==> src/rtl/scl_gen_pkg.sv <==
package scl_gen_pkg;

  typedef enum logic [1:0] {
    ST_IDLE = 2'd0,
    ST_LOW  = 2'd1,
    ST_WAIT = 2'd2,
    ST_HIGH = 2'd3
  } scl_state_e;

  localparam int unsigned NUM_PHASES = 2;
  localparam int unsigned IDX_LOW    = 0;
  localparam int unsigned IDX_HIGH   = 1;

endpackage

==> src/rtl/scl_rst_sync.sv <==
module scl_rst_sync #(
  parameter int unsigned STAGES = 2
) (
  input  logic clk_i,
  input  logic rst_ni,
  output logic rst_no
);

  logic [STAGES-1:0] chain_q;
  logic [STAGES-1:0] chain_d;

  always_comb begin
    chain_d = {chain_q[STAGES-2:0], 1'b1};
  end

  always_ff @(posedge clk_i or negedge rst_ni) begin
    if (!rst_ni) chain_q <= '0;
    else         chain_q <= chain_d;
  end

  assign rst_no = chain_q[STAGES-1];

endmodule

==> src/rtl/scl_pad_sync.sv <==
module scl_pad_sync #(
  parameter int unsigned STAGES = 2
) (
  input  logic clk_i,
  input  logic rst_ni,
  input  logic pad_i,
  output logic level_o
);

  logic [STAGES-1:0] sync_q;
  logic [STAGES-1:0] sync_d;

  always_comb begin
    sync_d = {sync_q[STAGES-2:0], pad_i};
  end

  // released bus idles high
  always_ff @(posedge clk_i or negedge rst_ni) begin
    if (!rst_ni) sync_q <= '1;
    else         sync_q <= sync_d;
  end

  assign level_o = sync_q[STAGES-1];

endmodule

==> src/rtl/scl_len_clamp.sv <==
module scl_len_clamp #(
  parameter int unsigned W       = 8,
  parameter int unsigned MIN_LEN = 2
) (
  input  logic [W-1:0] len_i,
  output logic [W-1:0] len_o
);

  localparam logic [W-1:0] MinV = W'(MIN_LEN);

  always_comb begin
    if (len_i < MinV) len_o = MinV;
    else              len_o = len_i;
  end

endmodule

==> src/rtl/scl_phase_timer.sv <==
module scl_phase_timer #(
  parameter int unsigned W = 8
) (
  input  logic         clk_i,
  input  logic         rst_ni,
  input  logic         clear_i,
  input  logic         count_en_i,
  input  logic [W-1:0] half_len_i,
  output logic         first_o,
  output logic         mid_o,
  output logic         last_o
);

  localparam int unsigned CW = W + 1;

  logic [CW-1:0] cnt_q;
  logic [CW-1:0] cnt_d;
  logic [CW-1:0] limit;
  logic          cnt_we;

  // each length unit is two reference cycles
  assign limit = {half_len_i, 1'b0} - 1'b1;

  always_comb begin
    cnt_we = clear_i | count_en_i;
    if (clear_i) cnt_d = '0;
    else         cnt_d = cnt_q + 1'b1;
  end

  always_ff @(posedge clk_i or negedge rst_ni) begin
    if (!rst_ni)     cnt_q <= '0;
    else if (cnt_we) cnt_q <= cnt_d;
  end

  assign first_o = (cnt_q == '0);
  assign mid_o   = (cnt_q == {1'b0, half_len_i});
  assign last_o  = (cnt_q == limit);

  AST_CNT_IN_RANGE: assert property (@(posedge clk_i) disable iff (!rst_ni)
    cnt_q <= limit);

endmodule

==> src/rtl/scl_phase_gen.sv <==
module scl_phase_gen
  import scl_gen_pkg::*;
#(
  parameter int unsigned LEN_W       = 8,
  parameter int unsigned MIN_LEN     = 2,
  parameter int unsigned SYNC_STAGES = 2
) (
  input  logic             clk_i,
  input  logic             rst_ni,
  input  logic             run_en_i,
  input  logic [LEN_W-1:0] high_len_i,
  input  logic [LEN_W-1:0] low_len_i,
  input  logic             scl_pad_i,
  output logic             scl_drive_low_o,
  output logic             sda_change_stb_o,
  output logic             sda_sample_stb_o
);

  logic             rst_sync_n;
  logic             pad_hi;
  logic [LEN_W-1:0] len_raw [NUM_PHASES];
  logic [LEN_W-1:0] len_eff [NUM_PHASES];
  logic [LEN_W-1:0] cur_len;
  scl_state_e       state_q;
  scl_state_e       state_d;
  logic             counting;
  logic             tmr_clear;
  logic             tmr_first;
  logic             tmr_mid;
  logic             tmr_last;

  scl_rst_sync #(.STAGES(2)) i_rst_sync (
    .clk_i  (clk_i),
    .rst_ni (rst_ni),
    .rst_no (rst_sync_n)
  );

  scl_pad_sync #(.STAGES(SYNC_STAGES)) i_pad_sync (
    .clk_i   (clk_i),
    .rst_ni  (rst_sync_n),
    .pad_i   (scl_pad_i),
    .level_o (pad_hi)
  );

  assign len_raw[IDX_LOW]  = low_len_i;
  assign len_raw[IDX_HIGH] = high_len_i;

  for (genvar g = 0; g < NUM_PHASES; g++) begin : g_clamp
    scl_len_clamp #(.W(LEN_W), .MIN_LEN(MIN_LEN)) i_clamp (
      .len_i (len_raw[g]),
      .len_o (len_eff[g])
    );
  end

  assign cur_len = (state_q == ST_HIGH) ? len_eff[IDX_HIGH] : len_eff[IDX_LOW];

  always_comb begin
    state_d = state_q;
    unique case (state_q)
      ST_IDLE: if (run_en_i) state_d = ST_LOW;
      ST_LOW: begin
        if (!run_en_i)     state_d = ST_IDLE;
        else if (tmr_last) state_d = ST_WAIT;
      end
      ST_WAIT: begin
        if (!run_en_i)   state_d = ST_IDLE;
        else if (pad_hi) state_d = ST_HIGH;
      end
      ST_HIGH: begin
        if (!run_en_i)     state_d = ST_IDLE;
        else if (tmr_last) state_d = ST_LOW;
      end
      default: state_d = ST_IDLE;
    endcase
  end

  always_ff @(posedge clk_i or negedge rst_sync_n) begin
    if (!rst_sync_n) state_q <= ST_IDLE;
    else             state_q <= state_d;
  end

  always_comb begin
    counting  = (state_q == ST_LOW) || (state_q == ST_HIGH);
    tmr_clear = !counting || (state_d != state_q);
  end

  scl_phase_timer #(.W(LEN_W)) i_timer (
    .clk_i      (clk_i),
    .rst_ni     (rst_sync_n),
    .clear_i    (tmr_clear),
    .count_en_i (counting),
    .half_len_i (cur_len),
    .first_o    (tmr_first),
    .mid_o      (tmr_mid),
    .last_o     (tmr_last)
  );

  assign scl_drive_low_o  = (state_q == ST_LOW);
  assign sda_change_stb_o = (state_q == ST_LOW)  && tmr_mid;
  assign sda_sample_stb_o = (state_q == ST_HIGH) && tmr_first;

  AST_RELEASE_ON_DISABLE: assert property (@(posedge clk_i) disable iff (!rst_sync_n)
    !run_en_i |=> !scl_drive_low_o);

  AST_STROBES_APART: assert property (@(posedge clk_i) disable iff (!rst_sync_n)
    !(sda_change_stb_o && sda_sample_stb_o));

  AST_STRETCH_HONOURED: assert property (@(posedge clk_i) disable iff (!rst_sync_n)
    (state_q == ST_WAIT && !pad_hi && run_en_i) |=> (state_q == ST_WAIT));

  AST_SAMPLE_SEES_HIGH: assert property (@(posedge clk_i) disable iff (!rst_sync_n)
    sda_sample_stb_o |-> pad_hi);

  AST_SAMPLE_SINGLE: assert property (@(posedge clk_i) disable iff (!rst_sync_n)
    sda_sample_stb_o |=> !sda_sample_stb_o);

  AST_LOW_NOT_PULSE: assert property (@(posedge clk_i) disable iff (!rst_sync_n)
    (run_en_i && $rose(scl_drive_low_o)) |=> (scl_drive_low_o || !$past(run_en_i)));

endmodule

==> config.mk <==
export PLATFORM = sky130hd
export DESIGN_NAME = scl_phase_gen
export DESIGN_NICKNAME = d
export VERILOG_FILES = /design/src/rtl/scl_gen_pkg.sv /design/src/rtl/scl_rst_sync.sv /design/src/rtl/scl_pad_sync.sv /design/src/rtl/scl_len_clamp.sv /design/src/rtl/scl_phase_timer.sv /design/src/rtl/scl_phase_gen.sv
export SDC_FILE = /design/constraint.sdc
export NUM_CORES = 1
export LEC_CHECK = 0
export BUFFER_PORTS_ARGS = -buffer_cell sky130_fd_sc_hd__buf_2
export CORE_UTILIZATION = 50
export DETAILED_ROUTE_END_ITERATION = 6
export PLACE_DENSITY = 0.73
export SLEW_MARGIN = 10
export SYNTH_ARGS = -nofsm -noshare
export SYNTH_HDL_FRONTEND = slang
export SYNTH_SLANG_ARGS = --single-unit
==> constraint.sdc <==
create_clock -name clk_i -period 2 [get_ports clk_i]
set_clock_uncertainty 0.05 [all_clocks]
set_input_delay 0.3 -clock clk_i [delete_from_list [all_inputs] [get_ports clk_i]]
set_output_delay 0.3 -clock clk_i [all_outputs]
set_load 0.02 [all_outputs]
* After elaboration in Yosys (flattened, before gate mapping) *
Cells that the tools add are included.

storage, ports and cells
  output and inout port bits = 3
  input bits = 20
  bits in registers = 15

operators by class
  bitwise operators = 1
  add/sub/neg operators = 2
  $lt $le $gt $ge = 2
  reduce and logical (&&, ||, !) cells = 7
  equal/unequal tests = 6
  muxes and demuxes = 12

operator list
  kind                 number
  $mux 8               3
  $lt 8x2->1 const B   2
  $mux 2               7
  $add 9x1->9 const B  1
  $eq 9x8->1           1
  $eq 9x9->1           1
  $logic_not 9->1      1
  $mux 9               1
  $sub 9x1->9 const B  1
  $pmux 2 s4           1
  $eq 2x2->1 const B   2
  $eq 2x1->1 const B   1
  $logic_and 1x1->1    2
  $logic_not 2->1      1
  $logic_or 1x1->1     2
  $ne 2x2->1           1
  $logic_not 1->1      1
  $or 1x1->1           1

* Logic depth before layout (Yosys ltp) *
Gate-level depths: netlist of the first run.

  word-level depth = 11
  mapped depth = 10

* By module *
From an unflattened synthesis of the first run, not the netlist that was laid out.

unflattened totals
  cells, all modules = 152
  area total of the unflattened synthesis = 1342.5 um2

modules (own cells, without submodules)
  module           area each (um2)  instances  cells each
  scl_phase_timer  898.4            1          102
  scl_phase_gen    220.2            1          23
  scl_len_clamp    58.8             2          11
  scl_rst_sync     53.8             1          3
  scl_pad_sync     52.6             1          2

* Worst setup path before layout of the first run *
Ideal clock, no wire load.

  kind = input to register
  start point = input low_len_i[6]
  end point = register state_q[1]
  cell stages on the path = 9
  library setup time = 123 ps
  slack = -382 ps
  data arrival time = 2210 ps
  cells stage by stage = nor4_1 > a21oi_1 > a21oi_1 > ha_1 > xnor2_1 > nor2_1 > o2111ai_1 > or4_1 > mux2i_1

between the ends
  cells in the longest elaborated chain, start to end = 8
  elaborated cells on any way between the ends = 10
  classes of those cells = add/sub: 1; order compare: 1; eq/ne: 1; mux: 7

ends and longest elaborated chain
  element                           RTL line                                  RTL
  start: declaration                scl_phase_gen.sv:12                       input logic [LEN_W-1:0] low_len_i,
  $lt 8x2->1                        scl_len_clamp.sv:12                       if (len_i < MinV) len_o = MinV;
  $mux 8 (*)                        scl_len_clamp.sv:12
  $mux 8 (*)                        scl_phase_gen.sv:55                       assign cur_len = (state_q == ST_HIGH) ? len_eff[IDX_HIGH] : len_eff[IDX_LOW];
  $sub 9x1->9 (*)                   scl_phase_timer.sv:22                     assign limit = {half_len_i, 1'b0} - 1'b1;
  $eq 9x9->1 (*)                    scl_phase_timer.sv:37                     assign last_o = (cnt_q == limit);
  $mux 2, on equally long branches  scl_phase_gen.sv:71, scl_phase_gen.sv:63
  $mux 2, on equally long branches  scl_phase_gen.sv:70, scl_phase_gen.sv:62
  $pmux 2 s4 (*)                    scl_phase_gen.sv:59                       unique case (state_q)
  net state_d[1]                    scl_phase_gen.sv:25                       scl_state_e state_d;
  end signal: assignment            scl_phase_gen.sv:79                       else state_q <= state_d;
  end: declaration                  scl_phase_gen.sv:24                       scl_state_e state_q;

Mark *: on every way through the listed nets, which the timed path passes. The rest lies on a longest branch.
A chain may end at the register's enable or synchronous reset.

* Worst setup path after layout of the first run *
  start point = register state_q[0]
  end point = register state_q[1]

between the ends
  cells in the longest elaborated chain, start to end = 7
  elaborated cells on any way between the ends = 12
  classes of those cells = add/sub: 1; eq/ne: 4; mux: 6; reduce/logical: 1

ends and longest elaborated chain
  element                           RTL line
  $eq 2x2->1                        scl_phase_gen.sv:55, scl_phase_gen.sv:59
  $mux 8                            scl_phase_gen.sv:55
  $sub 9x1->9                       scl_phase_timer.sv:22
  $eq 9x9->1                        scl_phase_timer.sv:37
  $mux 2, on equally long branches  scl_phase_gen.sv:71, scl_phase_gen.sv:63
  $mux 2, on equally long branches  scl_phase_gen.sv:70, scl_phase_gen.sv:62
  $pmux 2 s4 (*)                    scl_phase_gen.sv:59
  net state_d[1]                    scl_phase_gen.sv:25

Marks and branches as above.

==> summary.txt, run 1 <==
Floorplan
  – Rows: 17
  – Die width: 50.2 um
  – Die area: 0.00252 mm^2
  – Boundary pin count: 23
  – Starting Density: 52.9%
  – Core Area: 0.00219 mm^2
  – Die Y-Extent: roughly 50 um

Logic synthesis
  – Sequential fraction of the synthesis area: 32.6%
  – Post-synthesis adder-cell area fraction: roughly 3.2%
  – Mux cell area share after synthesis: 5.29%
  – Syn Nets: 154
  – Netlist cell types: 37
  – Syn Area/Cell: 8.85 um^2
  – FF+latch count, synth: 15
  – EDFF count, synth: 0
  – Post-synthesis compound-gate area fraction: ~10%
  – Synth area leader: dfrtp_1
  – Fraction of registers with async set/reset: 100%
  – Largest cells by area after synthesis: dfrtp_1 (28%), xnor2_1 (9.8%), xor2_1 (8.3%), dfstp_2 (4.5%), mux2i_1 (4.3%)
  – Synth Flop Type: dfrtp_1
  – Synth Area in XOR/XNOR: 18.1%
  – Warnings from Yosys: 0
  – Synth Area in Simple Gates: 25.8%
  – Main combinational cell family by area after synthesis: simple AND/OR/NAND/NOR gates
  – Yosys top cell area share: 28.0%
  – Syn Inst Count: 131
  – Synthesized area: between 0.001 and 0.0015 mm^2

GRT
  – Grt peak-use layer: met2
  – Grt total ovfl: 0
  – Initial antenna violation count: 0
  – Global-route wire length before repair: approximately 5000 um
  – M1 GR Usage: 31.4%
  – Largest net degree at the start of global routing: 14
  – Grt met2 use: 47.6%
  – Grt met3 use: 2.12%
  – Vias in the first global route: 1135
  – GRT Util Overall: 25.9%

Outcome
  – Failing checks: setup timing
  – Status: complete, but fails checks

Timing
  – Peak Freq: 400 MHz
  – Fin Hold WS: 0.0662 ns
  – Worst setup margin: -0.500 ns
  – Final Critical Period: 2.50 ns
  – Slew @ Worst Pin: roughly 0.60 ns
  – Final period util: 125%
  – Setup violators final: 12
  – Slew headroom: 59.9%
  – Final-report max-slew violation count: 0
  – Unrepaired setup endpoints after global routing: true
  – Fin. Hold Viols: 0

Clock network
  – Clock transition at path regs: 0.09 ns
  – TritonCTS Buffers: 3
  – Clock sinks: 15
  – Clock root buffer: clkbuf_4
  – Worst skew pair latency: around 0.28 ns
  – H-tree Lvls: 1
  – CTS tree: built
  – Max clock buf depth: 2

Placed design
  – Port bufs: 22
  – Routability cong.: 0.888
  – Placed Instance Area: roughly 0.0015 mm^2
  – DP HPWL: between 2000 and 2500 um

Setup path
  – Worst reg2reg startpoint: state_q[0]$_DFF_PN0_
  – Worst endpoint required time: between 2 and 2.5 ns
  – CP Launch Type: register
  – Worst Setup End Kind: register
  – WP data arrival: about 2.6 ns
  – Setup crit start: state_q[0]$_DFF_PN0_
  – CP Class: register to register
  – Max FO, Critical Path: 7

Finish
  – Most frequent cells in the layout: buf_4 (28), buf_2 (20), xnor2_1 (13)
  – Area Overhead vs Synth: 44.1%
  – Ant diodes: 0
  – Final core utilization: 76.3%
  – Most common cell after layout, fill and taps aside: buf_4
  – Layout fillers: 141
  – Final #Nets: 203
  – Share of post-route cells with drive strength above 1: 45.8%
  – Post-route cell area: 0.00167 mm^2

Route
  – Vias/cell: 5.84
  – WL/cell: between 15 and 20 um
  – Final WL: 3540 um
  – Post-route antenna net violation count: 0
  – 1st-iter DRT viols: 30
  – Pre-antenna DRT Iters: 4
  – Via count: around 1200
  – DR DRC count: 0

Worst hold path
  – HP Class: input port to register
  – Hold_sp: scl_pad_i

Pwr
  – Pleak: 0.000758 uW
  – Peak VDD IR: approximately 0.50 mV
  – Final Total Pwr: 638 uW
  – Power per Cell Area: 381 mW/mm^2

Flow run
  – Max cap viols: 0
[critical path: stages, from the launching register on]
cell and delay [ns]:
dfrtp_2 0.47, buf_4 0.16, and3_2 0.22, or3_4 0.40
a21oi_2 0.17, o211a_1 0.16, o2111ai_2 0.15, or4_1 0.44
mux2i_1 0.20
[final cells by class]
type / count / area (um^2) / area share, %
Timing Repair Buffer: 51 / 343 / 20.5
Multi-Input combinational cell: 105 / 872 / 52.2
Clock buffer: 4 / 26.3 / 1.57
Sequential cell: 15 / 380 / 22.8
Inverter: 4 / 15.0 / 0.898
Tap cell: 28 / 35.0 / 2.10
[per-layer routing]
layer	up-vias	share of wire [%]	wire (um)
met5	-	0	0
met3	8	4.4	157
met1	589	40	1420
li1	565	-	-
met4	0	2.3	82
met2	47	53	1880
[power by group]
part,leakage (uW),total [uW],switching [uW],internal [uW]
registers,0.000192,324,12.7,312
logic,0.000552,145,73.6,71.2
clock network,0.0000150,168,91.1,77.4
[synth_stat cells (4+ instances only)]
library cell	number
xor2_1	11
dfrtp_1	13
a21oi_1	5
nand4_1	4
nand2_1	8
inv_1	4
clkbuf_1	5
mux2i_1	5
nor4_1	4
nand3_1	6
nor2_1	6
nor3_1	10
xnor2_1	13
[kinds of logic (layout without fill, tap and decap cells)]
kind of cell / after synthesis / after routing
AO/OA/AOI/OAI: 17 / 17
XOR/XNOR: 24 / 24
adder cells (fa/ha/maj): 3 / 3
buffers and inverters: 11 / 59
flip-flops: 15 / 15
multiplexers: 6 / 6
other: 1 / 1
AND/OR/NAND/NOR: 54 / 54
[path summary, 6_finish.rpt]
check                      depth (start not counted)                        endpoint  slack (ns)
min in group asynchronous                          0    i_timer.cnt_q[2]$_DFFE_PN0P_        0.16
max in group asynchronous                          0            state_q[0]$_DFF_PN0_        1.36
max reg2reg                                        8            state_q[1]$_DFF_PN0_       -0.50
max                                                8            state_q[1]$_DFF_PN0_       -0.50
min                                                1  i_pad_sync.sync_q[0]$_DFF_PN1_        0.07
min reg2reg                                        0    i_timer.cnt_q[2]$_DFFE_PN0P_        0.16
[per-stage QoR]
step           setup TNS (ns)  setup WS [ns]  std cells
2_1_floorplan           -2.38         -0.281        131
3_3_place_gp            -3.64         -0.433        194
3_5_place_dp            -4.64         -0.547        194
4_1_cts                 -3.73         -0.428        206
5_1_grt                 -5.79         -0.588        207
6_report                -4.90         -0.500        207
[sequential cells by signal, summed over array words and instances, names as in the netlist]
| signal | cells |
|---|---|
| i_timer.cnt_q | 9 |
| i_pad_sync.sync_q | 2 |
| i_rst_sync.chain_q | 2 |
| state_q | 2 |
[what timing repair did]
action	CTS	global route
pin swaps	6	3
hold buffers	1	0
buffers inserted	7	0
endpoints found under the setup margin	11	12
gates resized for setup	18	14
cloned	0	1
endpoints found under the hold margin	2	0
Note: power is estimated with default switching activity, not from simulation.
==> inputs of run 2 (changes only) <==
--- a/config.mk
+++ b/config.mk
@@ -8,8 +8,9 @@
 export BUFFER_PORTS_ARGS = -buffer_cell sky130_fd_sc_hd__buf_2
 export CORE_UTILIZATION = 50
 export DETAILED_ROUTE_END_ITERATION = 6
-export PLACE_DENSITY = 0.73
+export PLACE_DENSITY = 0.72
 export SLEW_MARGIN = 10
 export SYNTH_ARGS = -nofsm -noshare
 export SYNTH_HDL_FRONTEND = slang
+export SYNTH_HIERARCHICAL = 1
 export SYNTH_SLANG_ARGS = --single-unit
==> run 2 against run 1 <==
  * Critical endpoint is now i_timer/cnt_q[7]$_DFFE_PN0P_
  * Final area increased by 15%
  * Largest power group unchanged
  * Largest cell class unchanged
  * Combinational power rose by 29%
  * Highest routed layer unchanged
  * Critical path depth up 6
  * Sequential cell count unchanged
  * The flow still finishes with violations (setup timing)
==> summary.txt, run 2 <==
Floorplan
  – Die width: 53.8 um (+7.3%)
  – Die area: 0.00290 mm^2 (+15%)
  – Rows: 18 (+1)
  – Die Y-Extent: 53.8 um (+7.3%)
  – Core Area: 0.00250 mm^2 (+14%)
  – Starting Density: 53.7% (+0.76 points)
  – Boundary pin count: 23 (unchanged)

Logic synthesis
  – EDFF count, synth: 0 (unchanged)
  – Sequential fraction of the synthesis area: 28.1% (-4.4 points)
  – Top post-synthesis cells by count: xnor2_1 (17), clkbuf_1 (13), dfrtp_1 (13), nor2_1 (13), mux2_2 (8)
  – Syn Nets: 175 (+14%)
  – Synth area leader: dfrtp_1
  – Largest cells by area after synthesis: dfrtp_1 (24%), xnor2_1 (11%), mux2_2 (6.7%), xor2_1 (4.6%), dfstp_2 (3.9%)
  – Most numerous cell in the Yosys netlist: xnor2_1
  – Netlist cell types: 45 (+22%)
  – Synth Flop Type: dfrtp_1
  – Yosys top cell area share: 24.2% (-3.8 points)
  – Warnings from Yosys: 6 (+6)
  – FF+latch count, synth: 15 (unchanged)
  – Syn Inst Count: 152 (+16%)
  – Syn Area/Cell: 8.83 um^2 (-0.24%)
  – Synthesized area: 0.00134 mm^2 (+16%)
  – Fraction of registers with async set/reset: 100% (unchanged)

Flow run
  – Max cap viols: 0 (unchanged)

Finish
  – Final #Nets: 221 (+8.9%)
  – Reg with most FFs: i_timer/cnt_q
  – Final core utilization: 76.8% (+0.53 points)
  – Area Overhead vs Synth: 43.1%
  – Max reg flops: 9 (unchanged)
  – Share of post-route cells with drive strength above 1: 53.8% (+8.0 points)
  – Most frequent cells in the layout: buf_4 (35), buf_2 (20), xnor2_1 (15)
  – Most common cell after layout, fill and taps aside: buf_4
  – Ant diodes: 0 (unchanged)
  – Final std cells w/o fill: 227 (+9.7%)

Route
  – WL/cell: 16.1 um (-5.9%)
  – Final WL: 3650 um (+3.2%)
  – Vias/cell: 5.42 (-7.2%)
  – Via count: 1231 (+1.8%)
  – Post-route antenna net violation count: 0 (unchanged)
  – DR DRC count: 0 (unchanged)
  – 1st-iter DRT viols: 19 (-37%)
  – Pre-antenna DRT Iters: 4 (unchanged)

Setup path
  – CP Launch Type: register
  – Worst reg2reg startpoint: state_q[1]$_DFF_PN0_
  – Worst Setup End Kind: register
  – WP data arrival: 2.96 ns (+0.32 ns)
  – Worst endpoint required time: 2.13 ns (about the same)
  – CP max stage cell: dfrtp_1
  – Setup crit start: state_q[1]$_DFF_PN0_
  – Crit-path max cell delay: 0.43 ns (-0.04 ns)
  – CP Class: register to register
  – Max FO, Critical Path: 6 (-1)
  – Buf/Inv on CP: 3 (+2)
  – Cell family with most CP delay: simple AND/OR/NAND/NOR gates
  – CP cell instances: nand2_4 -> buf_4 -> mux2_2 -> nor4_4 -> buf_4 -> buf_6 -> a211oi_2 -> o21ai_1 -> a211oi_2 -> nand3b_1 -> nor2_4 -> nor4_4 -> xnor2_1 -> nor2_1

Pwr
  – Switch share: 29.5% (+1.7 points)
  – Part of the power in registers: 46.7% (-4.2 points)
  – Comb pwr share: 27.4% (+4.7 points)
  – Int Pwr: 481 uW (+4.5%)
  – Net Switching: 202 uW (+14%)
  – Power per Cell Area: 356 mW/mm^2 (-6.8%)
  – Peak VDD IR: 0.583 mV (+18%)
  – Clock network fraction of total power: 25.9% (-0.5 points)
  – Pleak: 0.000852 uW (+12%)
  – Final Total Pwr: 683 uW (+7.1%)

Clock network
  – Worst skew pair latency: 0.29 ns (about the same)
  – Max clock buf depth: 2 (unchanged)
  – Clock root buffer: clkbuf_4
  – H-tree Lvls: 1 (unchanged)
  – Clock sinks: 15 (unchanged)
  – Clock transition at path regs: 0.09 ns (about the same)
  – TritonCTS Buffers: 3 (unchanged)
  – CTS tree: built

Placed design
  – Routability cong.: 0.858 (-3.4%)
  – Port bufs: 22 (unchanged)
  – Setup WS pre-CTS: -1.00 ns (-0.457 ns)
  – Inst Count DP: 213 (+9.8%)
  – DP HPWL: 2600 um (+14%)

Timing
  – Final period util: 141% (+16 points)
  – Final Critical Period: 2.83 ns (+0.329 ns)
  – Worst setup margin: -0.829 ns (-0.329 ns)
  – Setup violators final: 13 (+1)
  – Final-report max-slew violation count: 0 (unchanged)
  – Slew headroom: 63.3% (+3.4 points)
  – Slew @ Worst Pin: 0.550 ns (-0.0499 ns)
  – Peak Freq: 353 MHz (-12%)
  – Unrepaired setup endpoints after global routing: true
  – Fin. Hold Viols: 0 (unchanged)

GRT
  – Grt total ovfl: 0 (unchanged)
  – Initial antenna violation count: 0 (unchanged)
  – Vias in the first global route: 1188 (+4.7%)
  – GRT Util Overall: 25.0% (-0.90 points)
  – Largest net degree at the start of global routing: 14 (unchanged)
  – Global-route wire length before repair: 5090 um (+2.8%)

Outcome
  – Failing checks: setup timing
  – Status: complete, but fails checks

Worst hold path
  – HP Class: input port to register
  – Hold_sp: scl_pad_i
[run 2: metal layers]
layer / wire (um) / up-vias / GRT usage (%)
li1: - / 601 / -
met1: 1370 / 583 / 28.4
met2: 2050 / 37 / 47.5
met3: 148 / 10 / 1.13
met4: 85 / 0 / 11.0
met5: 0 / - / 0
[run 2: final cells by class]
| type | count | area, um^2 |
|---|---|---|
| well taps | 30 | 37.5 |
| fillers | 170 | 579 |
| clock buffers | 3 | 22.5 |
| flip-flops and latches | 15 | 379 |
| repair buffers | 64 | 463 |
| inverters | 6 | 25.0 |
| multi-input cells | 108 | 988 |
| clock inverters | 1 | 5.00 |
[run 2: timing repair]
action | in CTS | in global routing
hold endpoints to repair | 2 | 0
endpoints found under the setup margin | 13 | 13
hold buffers | 1 | 0
pin swaps | 19 | 13
buffers inserted | 7 | 5
resized for setup | 19 | 9
[run 2: final timing paths]
path	to	slack (ns)	depth (start not counted)
worst min register to register	state_q[0]$_DFF_PN0_	0.18	0
max in group asynchronous	i_timer/cnt_q[7]$_DFFE_PN0P_	1.33	0
worst min-delay path	i_pad_sync/sync_q[0]$_DFF_PN1_	0.05	1
worst max register to register	i_timer/cnt_q[7]$_DFFE_PN0P_	-0.83	14
worst max-delay path	i_timer/cnt_q[7]$_DFFE_PN0P_	-0.83	14
min in group asynchronous	state_q[0]$_DFF_PN0_	0.18	0
[run 2: cell families (layout without fill, tap and decap cells)]
family / Yosys count / after routing / share of synthesized area [%]
fa+ha+maj: 3 / 3 / 2.80
mux: 9 / 9 / 7.46
xor+xnor: 25 / 25 / 16.9
other cells: 1 / 1 / 0.279
simple gates: 51 / 51 / 23.8
compound gates: 19 / 19 / 10.3
buf+inv: 29 / 74 / 10.4
flops: 15 / 15 / 28.1
[run 2: stage by stage]
step                TNS, ns  instance area [um^2]  hold slack, ns
floorplan             -5.03                  1420         -0.0456
global placement      -7.23                  1680          0.0344
detailed placement    -8.10                  1680          0.0382
CTS                   -6.50                  1850          0.0531
global route          -9.24                  1920          0.0494
finish                -7.67                  1920          0.0550
[run 2: power by group through the flow]
stage               Combinational [uW]  Clock, uW  Sequential [uW]
floorplan                          105          0              323
global placement                   162          0              324
detailed placement                 167          0              325
CTS                                180        179              319
global route                       200        188              320
finish                             187        177              319
[run 2: worst register-to-register path: stages, from the launching register on]
cell      delay (ns)
dfrtp_1         0.43
nand2_4         0.13
buf_4           0.12
mux2_2          0.37
nor4_4          0.25
buf_4           0.17
buf_6           0.09
a211oi_2        0.05
o21ai_1         0.15
a211oi_2        0.10
nand3b_1        0.26
nor2_4          0.23
nor4_4          0.06
xnor2_1         0.20
nor2_1          0.06
